### src/rtl/irqreg_pkg.sv
package irqreg_pkg;

    localparam int REG_W   = 8;
    localparam int NFLAG   = 5;
    localparam int PAD_W   = REG_W - NFLAG;

    localparam int BIT_RX   = 0;
    localparam int BIT_TX   = 1;
    localparam int BIT_ERR  = 2;
    localparam int BIT_OVR  = 3;
    localparam int BIT_WAKE = 4;

    typedef enum logic [1:0] {
        EDGE_RISE = 2'd0,
        EDGE_FALL = 2'd1,
        EDGE_ANY  = 2'd2
    } edge_kind_e;

    // Packed order puts wake at bit 4 down to rx at bit 0.
    typedef struct packed {
        logic wake;
        logic ovr;
        logic err;
        logic tx;
        logic rx;
    } flag_vec_t;

    typedef struct packed {
        logic rx;
        logic tx;
        logic err;
        logic ovr;
    } enable_t;

    function automatic logic [REG_W-1:0] pack_reg(input flag_vec_t f);
        return {{PAD_W{1'b0}}, f};
    endfunction

endpackage

### src/rtl/edge_track.sv
module edge_track
    import irqreg_pkg::*;
#(
    parameter int         WIDTH = 1,
    parameter edge_kind_e KIND  = EDGE_ANY
) (
    input  logic             clk,
    input  logic             rst,
    input  logic [WIDTH-1:0] sig,
    output logic             evt
);

    logic [WIDTH-1:0] sig_q;
    logic [WIDTH-1:0] hit;

    // Reset loads the live level so that release sees no step.
    always_ff @(posedge clk) begin
        sig_q <= sig;
    end

    generate
        if (KIND == EDGE_RISE) begin : g_rise
            assign hit = sig & ~sig_q;
        end else if (KIND == EDGE_FALL) begin : g_fall
            assign hit = ~sig & sig_q;
        end else begin : g_any
            assign hit = sig ^ sig_q;
        end
    endgenerate

    assign evt = (|hit) & ~rst;

endmodule

### src/rtl/event_qualify.sv
module event_qualify
    import irqreg_pkg::*;
(
    input  enable_t   en,
    input  logic      rx_msg_new,
    input  logic      tx_rise,
    input  logic      stat_change,
    input  logic      sleep_exit,
    input  logic      rxbuf0_full,
    input  logic      rxbuf1_full,
    input  logic      store_first,
    output flag_vec_t set_vec
);

    logic both_full;

    assign both_full = rxbuf0_full & rxbuf1_full;

    always_comb begin
        set_vec      = '0;
        set_vec.rx   = en.rx  & rx_msg_new;
        set_vec.tx   = en.tx  & tx_rise;
        set_vec.err  = en.err & stat_change;
        set_vec.ovr  = en.ovr & both_full & store_first;
        set_vec.wake = sleep_exit;
    end

endmodule

### src/rtl/flag_bank.sv
module flag_bank #(
    parameter int N = 5
) (
    input  logic         clk,
    input  logic         rst,
    input  logic [N-1:0] set,
    input  logic         clr,
    output logic [N-1:0] q
);

    generate
        for (genvar i = 0; i < N; i++) begin : g_flag
            always_ff @(posedge clk) begin
                if (rst)
                    q[i] <= 1'b0;
                else if (set[i])
                    q[i] <= 1'b1;
                else if (clr)
                    q[i] <= 1'b0;
            end
        end
    endgenerate

endmodule

### src/rtl/irq_flag_reg.sv
module irq_flag_reg
    import irqreg_pkg::*;
(
    input  logic             clk,
    input  logic             rst,
    input  logic             rx_en,
    input  logic             tx_en,
    input  logic             err_en,
    input  logic             ovr_en,
    input  logic             rx_msg_new,
    input  logic             tx_access,
    input  logic             err_stat,
    input  logic             bus_stat,
    input  logic             sleep_mode,
    input  logic             rxbuf0_full,
    input  logic             rxbuf1_full,
    input  logic             store_first,
    input  logic             rd_stb,
    output logic [REG_W-1:0] rd_data,
    output logic             irq
);

    logic      tx_rise;
    logic      stat_change;
    logic      sleep_exit;
    enable_t   en;
    flag_vec_t set_vec;
    flag_vec_t flags;

    assign en = '{rx: rx_en, tx: tx_en, err: err_en, ovr: ovr_en};

    edge_track #(.WIDTH(1), .KIND(EDGE_RISE)) u_tx_edge (
        .clk (clk),
        .rst (rst),
        .sig (tx_access),
        .evt (tx_rise)
    );

    edge_track #(.WIDTH(2), .KIND(EDGE_ANY)) u_stat_edge (
        .clk (clk),
        .rst (rst),
        .sig ({bus_stat, err_stat}),
        .evt (stat_change)
    );

    edge_track #(.WIDTH(1), .KIND(EDGE_FALL)) u_sleep_edge (
        .clk (clk),
        .rst (rst),
        .sig (sleep_mode),
        .evt (sleep_exit)
    );

    event_qualify u_qual (
        .en          (en),
        .rx_msg_new  (rx_msg_new),
        .tx_rise     (tx_rise),
        .stat_change (stat_change),
        .sleep_exit  (sleep_exit),
        .rxbuf0_full (rxbuf0_full),
        .rxbuf1_full (rxbuf1_full),
        .store_first (store_first),
        .set_vec     (set_vec)
    );

    flag_bank #(.N(NFLAG)) u_bank (
        .clk (clk),
        .rst (rst),
        .set (set_vec),
        .clr (rd_stb),
        .q   (flags)
    );

    assign rd_data = pack_reg(flags);
    assign irq     = |flags;

endmodule

### config.mk
export PLATFORM = sky130hd
export DESIGN_NAME = irq_flag_reg
export DESIGN_NICKNAME = d
export VERILOG_FILES = /design/src/rtl/irqreg_pkg.sv /design/src/rtl/edge_track.sv /design/src/rtl/event_qualify.sv /design/src/rtl/flag_bank.sv /design/src/rtl/irq_flag_reg.sv
export SDC_FILE = /design/constraint.sdc
export NUM_CORES = 1
export LEC_CHECK = 0
export BUFFER_PORTS_ARGS = -buffer_cell sky130_fd_sc_hd__buf_2
export CORE_AREA = 2 2 39 41
export CTS_CLUSTER_DIAMETER = 80
export DETAILED_ROUTE_END_ITERATION = 10
export DIE_AREA = 0 0 41 43
export GPL_TIMING_DRIVEN = 0
export SYNTH_ARGS = -nofsm -noshare
export SYNTH_HDL_FRONTEND = slang
export SYNTH_SLANG_ARGS = --single-unit
### constraint.sdc
create_clock -name clk -period 0.8 [get_ports clk]
set_input_delay 0.12 -clock clk [delete_from_list [all_inputs] [get_ports clk]]
set_output_delay 0.12 -clock clk [all_outputs]
set_load 0.005 [all_outputs]
==> results.txt <==
Largest net degree at the start of global routing: 6
Power Density: 1754 nW/um^2
First-pass DRT Iterations: 4
GRT Total Usage: 9.778%
CTS H-Tree Depth: 1
Clock Power Share: 34.6%
Int Power: 759.0 uW
Sequential share of power: 50.3%
WHS: 77.35 ps
Post-DR vias/cell: 4.025
Final Non-Filler Cells: 81
CTS buffer count: 3
Endpoint type of the worst setup path: output port
First-pass GRT wire length: 1.048 mm
1st-iter DRT viols: 7
Clk slew on worst S/H paths: 60 ps
Period utilisation layout: 128.7%
Initial Util: 22.51%
WP data arrival: 910 ps
Fmax: 971.0 MHz
CP max-delay cell: dfxtp_2
Die H: 43 um
Synth area leader: dfxtp_1
Post-route cell area: 553.0 um^2
Initial antenna violation count: 0
Failing checks: negative setup slack
Root Buffer: clkbuf_4
# Max-Cap Violations: 0
Worst EP required: 680 ps
Worst hold path type: input port to register
Final setup vio count: 7
Buffers added on ports: 20
Critical path's largest stage delay: 320 ps
Min setup slack post-route: -229.9 ps
Clk buf depth: 2
WL final: 686 um
Core Region: 1384 um^2
Gr ovfl total: 0
Synth Instances: 33
Syn_area_per_cell: 9.441 um^2
Nets@finish: 81
RSZ-0062 raised after global routing: yes
Worst setup SP type: register
Area Growth Syn to Fin: 77.51%
Leakage: 0.0002825 uW
# rows: 14
Final Skew: 0.1673 ps
Synth area leaders: dfxtp_1, buf_4, xor2_1
Vias in the first global route: 295
Tmin final: 1030 ps
Die area: 1763 um^2
Final Hold Fails: 0
Largest vdd supply drop: 0.8798 mV
Syn Std Cell Area: 311.5 um^2
DP Worst Slack: 2.200 ps
Status: finished with violations
Detail Route Antenna Nets: 0
Yosys cell types: 13
Comb pwr share: 15.2%
Ports: 24
DR DRC count: 0
Routed len/inst: 8.469 um
GPL Wtd Cong: 0.6306
Placed Cells incl. Taps: 71
Max FO, Critical Path: 2
Ant diodes: 0
CP Cell Sequence: buf_4 > buf_6 > buf_6
Clock Sinks: 9
Slew Limit Fails: 0
Placed Area: 439.2 um^2
Switching share of power: 21.76%
Chip width: 41 um
Insertion delay to the later sink of the worst-skew pair: 250 ps
Sw power: 211.1 uW
Synth top area share: 57.83%
Sequential fraction of the synthesis area: 57.83%
CTS tree: built
Layout cells sized above 1: 53.85%
FF+latch count, synth: 9
CP dominant cell by count: buf_6
Via count: 326
Synth warn: 0
Kind of critical path: register to output port
[layer usage]
metal / global-route usage, % / wire (um) / vias up
li1: - / - / 167
met1: 9.121 / 262 / 138
met2: 14.06 / 319 / 19
met3: 6.283 / 94 / 2
met4: 8.000 / 8 / 0
met5: 0 / 0 / -
[cell usage after synthesis (all sizes together)]
cell,count
xor2,2
dfxtp,9
buf,3
a32oi,1
a21oi,2
inv,3
o21ai,1
a22oi,2
nor2,4
conb,1
nand4,1
nor3,1
nand2,3
[per-stage QoR]
stage / utilization [%] / total power (uW) / setup TNS (ps)
2_1_floorplan: - / 543.1 / 0
3_3_place_gp: 31.74 / 604.9 / -2.975
3_5_place_dp: 31.74 / 607.2 / 0
4_1_cts: 38.34 / 976.6 / -492.1
5_1_grt: 39.96 / 1033 / -839.1
6_report: 39.96 / 970.0 / -556.1
[registers in the layout (all words and copies together) (netlist names)]
register            count
u_bank.q                5
u_stat_edge.sig_q       2
u_sleep_edge.sig_q      1
u_tx_edge.sig_q         1
[area by class of cell]
| class | count | area, um^2 |
|---|---|---|
| clock buffers | 4 | 26.28 |
| flip-flops and latches | 9 | 186.4 |
| plain buffers | 3 | 22.52 |
| multi-input cells | 20 | 115.1 |
| fillers | 143 | 830.8 |
| inverters | 3 | 11.26 |
| repair buffers | 26 | 171.4 |
| well taps | 16 | 20.02 |
[timing repair]
action | CTS | global route
buffers inserted | 1 | 1
hold buffers | 4 | 0
hold endpoints to repair | 4 | 0
endpoints found under the setup margin | 6 | 7
pin swaps | 2 | 2
resized for setup | 7 | 3
[critical path: cells and delay by family (launching register included)]
family   cells  cell delay [ps]
flops        1              320
buf+inv      3              330
[power groups by stage]
stage	logic [uW]	registers [uW]	clock network, uW
finish	147	487	335
global route	166	490	376
CTS	138	487	352
detailed placement	113	494	0
global placement	112	493	0
floorplan	48.9	494	0
[path summary, 6_finish.rpt]
check	startpoint	depth (start not counted)	to	slack [ps]
hold reg to reg	u_bank.q[2]	2	u_bank.q[2]	470
hold / removal	rst	2	u_bank.q[2]	80
setup / recovery	u_bank.q[4]	3	rd_data[4]	-230
setup reg to reg	u_bank.q[4]	4	u_bank.q[4]	-40
[cells in the final DEF (no fill, tap or decap), drive strengths merged, types with 2 or more instances in the layout]
master	synthesis	routed
buf	3	25
dfxtp	9	9
nor2	4	4
dlygate4sd3	0	4
clkbuf	0	4
nand2	3	3
inv	3	3
conb	1	3
xor2	2	2
a21oi	2	2
a22oi	2	2
[cells by family after synthesis]
kind of cell	Yosys count	synth area share (%)
flops	9	57.83
simple gates	9	12.05
compound gates	6	12.45
buf+inv	6	10.84
xor+xnor	2	5.624
other cells	1	1.204
Power figures use the tool's default switching activity.
